File: src/rtl/bincnt_pkg.sv
package bincnt_pkg;
    typedef enum logic [1:0] {
        MODE_CLEAR = 2'd0,
        MODE_PRESET = 2'd1,
        MODE_STEP = 2'd2,
        MODE_KEEP = 2'd3
    } mode_e;
endpackage

File: src/rtl/bincnt_mode_sel.sv
// Priority decode of the control inputs: clear, then preset, then step, then keep.
module bincnt_mode_sel
    import bincnt_pkg::*;
(
    input  logic  clear_req,
    input  logic  preset_n,
    input  logic  en_local,
    input  logic  en_chain,
    output mode_e mode
);
    always_comb begin
        if (clear_req) begin
            mode = MODE_CLEAR;
        end else if (!preset_n) begin
            mode = MODE_PRESET;
        end else if (en_local && en_chain) begin
            mode = MODE_STEP;
        end else begin
            mode = MODE_KEEP;
        end
    end
endmodule

File: src/rtl/bincnt_next.sv
// Next-state value for the selected mode.
module bincnt_next
    import bincnt_pkg::*;
#(
    parameter int W = 4
) (
    input  mode_e        mode,
    input  logic [W-1:0] cur,
    input  logic [W-1:0] preset_val,
    output logic [W-1:0] nxt
);
    localparam logic [W-1:0] ONE = W'(1);

    always_comb begin
        unique case (mode)
            MODE_CLEAR:  nxt = '0;
            MODE_PRESET: nxt = preset_val;
            MODE_STEP:   nxt = cur + ONE;
            MODE_KEEP:   nxt = cur;
            default:     nxt = cur;
        endcase
    end
endmodule

File: src/rtl/bincnt_term.sv
// Terminal-count flag: all ones, qualified by the chain enable only.
module bincnt_term #(
    parameter int W = 4
) (
    input  logic [W-1:0] cur,
    input  logic         en_chain,
    output logic         term
);
    localparam logic [W-1:0] ALL_ONES = '1;

    always_comb begin
        term = en_chain && (cur == ALL_ONES);
    end
endmodule

File: src/rtl/bincnt_stage.sv
module bincnt_stage
    import bincnt_pkg::*;
#(
    parameter int W = 4,
    parameter bit ASYNC_RST = 1'b1
) (
    input  logic         clk,
    input  logic         rst_n,
    input  logic         preset_n,
    input  logic         en_local,
    input  logic         en_chain,
    input  logic [W-1:0] preset_val,
    output logic [W-1:0] count,
    output logic         term_out
);
    typedef struct packed {
        logic [W-1:0] cnt;
    } state_t;

    state_t state_d;
    state_t state_q;
    mode_e mode;
    logic clear_req;
    logic [W-1:0] cnt_nxt;

    // The asynchronous variant clears through the flop itself,
    // so only the synchronous variant feeds reset into the priority decode.
    generate
        if (ASYNC_RST) begin : g_async_clr
            assign clear_req = 1'b0;
        end else begin : g_sync_clr
            assign clear_req = !rst_n;
        end
    endgenerate

    bincnt_mode_sel u_mode (
        .clear_req (clear_req),
        .preset_n  (preset_n),
        .en_local  (en_local),
        .en_chain  (en_chain),
        .mode      (mode)
    );

    bincnt_next #(.W(W)) u_next (
        .mode       (mode),
        .cur        (state_q.cnt),
        .preset_val (preset_val),
        .nxt        (cnt_nxt)
    );

    always_comb begin
        state_d = state_q;
        state_d.cnt = cnt_nxt;
    end

    generate
        if (ASYNC_RST) begin : g_async_ff
            always_ff @(posedge clk or negedge rst_n) begin
                if (!rst_n) begin
                    state_q <= '0;
                end else begin
                    state_q <= state_d;
                end
            end
        end else begin : g_sync_ff
            always_ff @(posedge clk) begin
                state_q <= state_d;
            end
        end
    endgenerate

    bincnt_term #(.W(W)) u_term (
        .cur      (state_q.cnt),
        .en_chain (en_chain),
        .term     (term_out)
    );

    assign count = state_q.cnt;
endmodule

File: config.mk
export PLATFORM = sky130hd
export DESIGN_NAME = bincnt_stage
export DESIGN_NICKNAME = d
export VERILOG_FILES = /design/src/rtl/bincnt_pkg.sv /design/src/rtl/bincnt_mode_sel.sv /design/src/rtl/bincnt_next.sv /design/src/rtl/bincnt_term.sv /design/src/rtl/bincnt_stage.sv
export SDC_FILE = /design/constraint.sdc
export NUM_CORES = 1
export LEC_CHECK = 0
export BUFFER_PORTS_ARGS = -buffer_cell sky130_fd_sc_hd__buf_2
export CORE_AREA = 2 2 39 41
export CTS_CLUSTER_DIAMETER = 80
export CTS_CLUSTER_SIZE = 25
export DETAILED_ROUTE_END_ITERATION = 10
export DIE_AREA = 0 0 41 43
export GPL_TIMING_DRIVEN = 0
export MAX_ROUTING_LAYER = met4
export PLACE_DENSITY_LB_ADDON = 0.25
export SLEW_MARGIN = 10
export SYNTH_ARGS = -nofsm -noshare
export SYNTH_HDL_FRONTEND = slang
export SYNTH_HIERARCHICAL = 1
export SYNTH_SLANG_ARGS = --single-unit
File: constraint.sdc
create_clock -name clk -period 1.2 [get_ports clk]
set_input_delay 0.12 -clock clk [delete_from_list [all_inputs] [get_ports clk]]
set_output_delay 0.12 -clock clk [all_outputs]
set_load 0.01 [all_outputs]
==> impl_summary.txt <==
----------------------------------------------------
[Hold path]
  Hold path startpoint ... preset_val[0]
  Type of the tightest min-delay check ... input port to flip-flop

[Floorplan]
  Number of rows created at floorplan ... 14
  Die Height ... 43 microns
  Die ar. ... 1760 sq um
  CORE AREA ... 1380 sq um
  Chip Width ... 41 microns
  Boundary Pins ... 14
  Starting density of the core ... 0.190

[Drt]
  Post-route DRC violation count ... 0
  Vias per std cell ... 4.03
  Iteration-0 DRC Markers ... 4
  Routed wire length ... 571 microns
  Post-route ant nets ... 0
  Number of detailed-routing iterations run before antenna repair ... 3
  Routed via count ... 258
  Routed length per instance ... 8.92 microns

[Power]
  Reported leakage power ... 0.193 nW
  Total power ... 419 uW
  Power density over the cells ... 1060 nW/um^2
  Peak ir drop on the vdd network ... 0.578 mV

[Worst setup path]
  Reg-to-reg critical path startpoint ... count[1]
  Crit path max fanout ... 5
  RR Endpoint ... count[2]
  Required @ worst endpoint ... 1.32 ns
  Endpoint of the most critical setup path ... count[2]
  Cells along the critical path ... ha_1 -> nand2b_1 -> mux2i_1 -> a22o_1
  Crit end category ... flip-flop
  Critical Path Source ... count[1]
  WS Path Type ... flip-flop to flip-flop
  Worst reg2reg setup slack ... 0.11 ns
  Crit path max-delay cell type ... dfrtp_2
  Endpoint arrival time on the critical path ... 1.21 ns
  Worst-case reg-to-reg path depth ... 4
  Crit path largest cell delay ... 0.43 ns
  Kind of launch point of the worst setup path ... flip-flop

[Synthesis]
  Portion of synthesized cell area occupied by the leading cell type ... 0.381
  Library cells used by synthesis ... 16
  Seq cells post-synth ... 4
  Cell taking the most area after synthesis ... dfrtp_1
  Post-synthesis sequential area ratio ... 0.381
  Synthesis warning total ... 6
  Dominant cells by area after synthesis ... dfrtp_1 38%, mux2_1 13%, o21ai_1 5.7%
  Post-synth design cell area ... 263 sq um
  Per-instance average area after synthesis ... 9.06 sq um
  Post-synthesis cell count ... 29

[Placed design]
  Cell area after placement ... 352 sq um
  Placer Congestion ... 0.651
  PortBufs ... 13
  Detailed Place HPWL ... 455 microns

[Global routing]
  GR Util All Layers ... 0.0967
  Via count of the first global-routing pass ... 250
  Wire length of the first global-routing pass ... 1060 microns
  Initial antenna violation count ... 0
  Maximum number of pins on one net before global-route repair ... 8
  Overall overflow remaining after global route ... 0

[STA]
  Fmax achieved ... 916 MHz
  Slew at the pin closest to its max-slew limit ... 0.500 ns
  Period minus WS final ... 1.09 ns
  Final setup violation count ... 0
  Max-slew headroom at the worst pin ... 0.666
  RSZ-0062 raised after global routing ... false
  Count of endpoints failing hold in the final timing report ... 0
  Layout Skew ... 0.00338 ns
  Ratio of final minimum period to clock period ... 0.910
  Number of max-slew violations in the final report ... 0
  Setup Total Neg Slack ... 0 ns

[Final layout]
  Finished Core Util ... 0.285
  Max reg flops ... 4
  Nets ... 60
  Non-Filler Cell Area, Final ... 394 sq um
  Area added between synthesis and finish ... 50.0%
  Number of filler cells placed in the layout ... 160
  Fraction of final layout cells sized beyond drive strength 1 ... 0.396
  ANT cells ... 0
  Leading cell type in the layout, fill and taps excluded ... buf_2
  Most frequent cells in the layout ... 13 x buf_2, 4 x nand2_1, 3 x clkbuf_4, 3 x mux2_1, 3 x o21ai_1

[Clocking]
  H-Tree Level Count ... 1
  Worst-case clock buffer depth ... 2
  Clock transition at the register clock pins on the worst setup and hold paths after CTS ... 0.04 ns
  CTS Root Buffer Type ... clkbuf_4
  Clock tree from TritonCTS ... done
  Number of sinks handled by clock tree synthesis ... 4
  Latest clock arrival within the worst-skew pair ... 0.23 ns
  Number of buffers inserted during clock tree synthesis ... 3

[Job]
  # Max-Cap Violations ... 0

[Run status]
  Result of the run ... finished clean

----------------------------------------------------
Yosys cell counts:
cell	number
and2_1	1
inv_1	1
nand2_1	4
nand2b_1	2
mux2_1	3
o21ai_1	3
nor2_1	1
mux2i_1	1
dfrtp_1	4
a31oi_1	1
nand3_1	2
o311ai_1	1
a22o_1	1
ha_1	1
conb_1	1
nor2b_1	2
worst min-delay path by stage:
stage	slack, ns	depth (start not counted)	endpoint
final	0.21	4	count[0]
after global routing	0.24	2	count[3]
after CTS	0.21	2	count[3]
after detailed placement	-0.07	1	count[1]
after global placement	-0.07	1	count[1]
after floorplan	-0.18	0	count[0]
critical path: cells and delay by family (launching register included):
kind | cells | cell delay [ns]
flops | 1 | 0.43
simple gates | 1 | 0.07
fa+ha+maj | 1 | 0.20
mux | 1 | 0.06
compound gates | 1 | 0.23
layout make-up:
| class | instances | area, sq um | share of cell area |
|---|---|---|---|
| well taps | 16 | 20.0 | 0.0508 |
| clock buffers | 3 | 22.5 | 0.0571 |
| inverters | 1 | 3.75 | 0.00952 |
| flip-flops and latches | 4 | 103 | 0.260 |
| multi-input cells | 25 | 163 | 0.413 |
| repair buffers | 15 | 82.6 | 0.210 |
stage by stage:
stage | worst slack, ns | cells | hold WS [ns]
after global routing | 0.0123 | 64 | 0.242
final | 0.108 | 64 | 0.213
after global placement | -0.146 | 59 | -0.0710
after CTS | 0.0711 | 63 | 0.207
after detailed placement | -0.116 | 59 | -0.0680
after floorplan | 0.0856 | 30 | -0.176
report_power, final:
part	internal [mW]	switching (mW)	total, mW
clock	0.112	0.0522	0.164
sequential	0.150	0.0155	0.165
combinational	0.0479	0.0419	0.0898
kinds of logic (layout without fill, tap and decap cells):
kind of cell               after synthesis  in the layout  share of synthesized area
AOI/OAI and AO/OA                        6              6                      0.148
adders and majority gates                1              1                     0.0476
buffers and inverters                    1             19                     0.0143
DFF                                      4              4                      0.381
muxes                                    4              4                      0.167
other                                    1              2                     0.0143
and+or+nand+nor                         12             12                      0.229
metal layers:
layer,share of wire,wire length [microns],global-route usage
met1,0.50,284,0.116
met2,0.43,243,0.116
met4,0,0,0.0600
met3,0.077,44,0.0628
met5,0,0,-
what timing repair did:
action                                  in CTS  in global routing
resized for setup                            0                  2
setup buffers                                0                  1
endpoints found under the setup margin       0                  2
hold buffers                                 1                  0
endpoints found under the hold margin        4                  0
No activity file was read; power rests on OpenSTA's default activity.
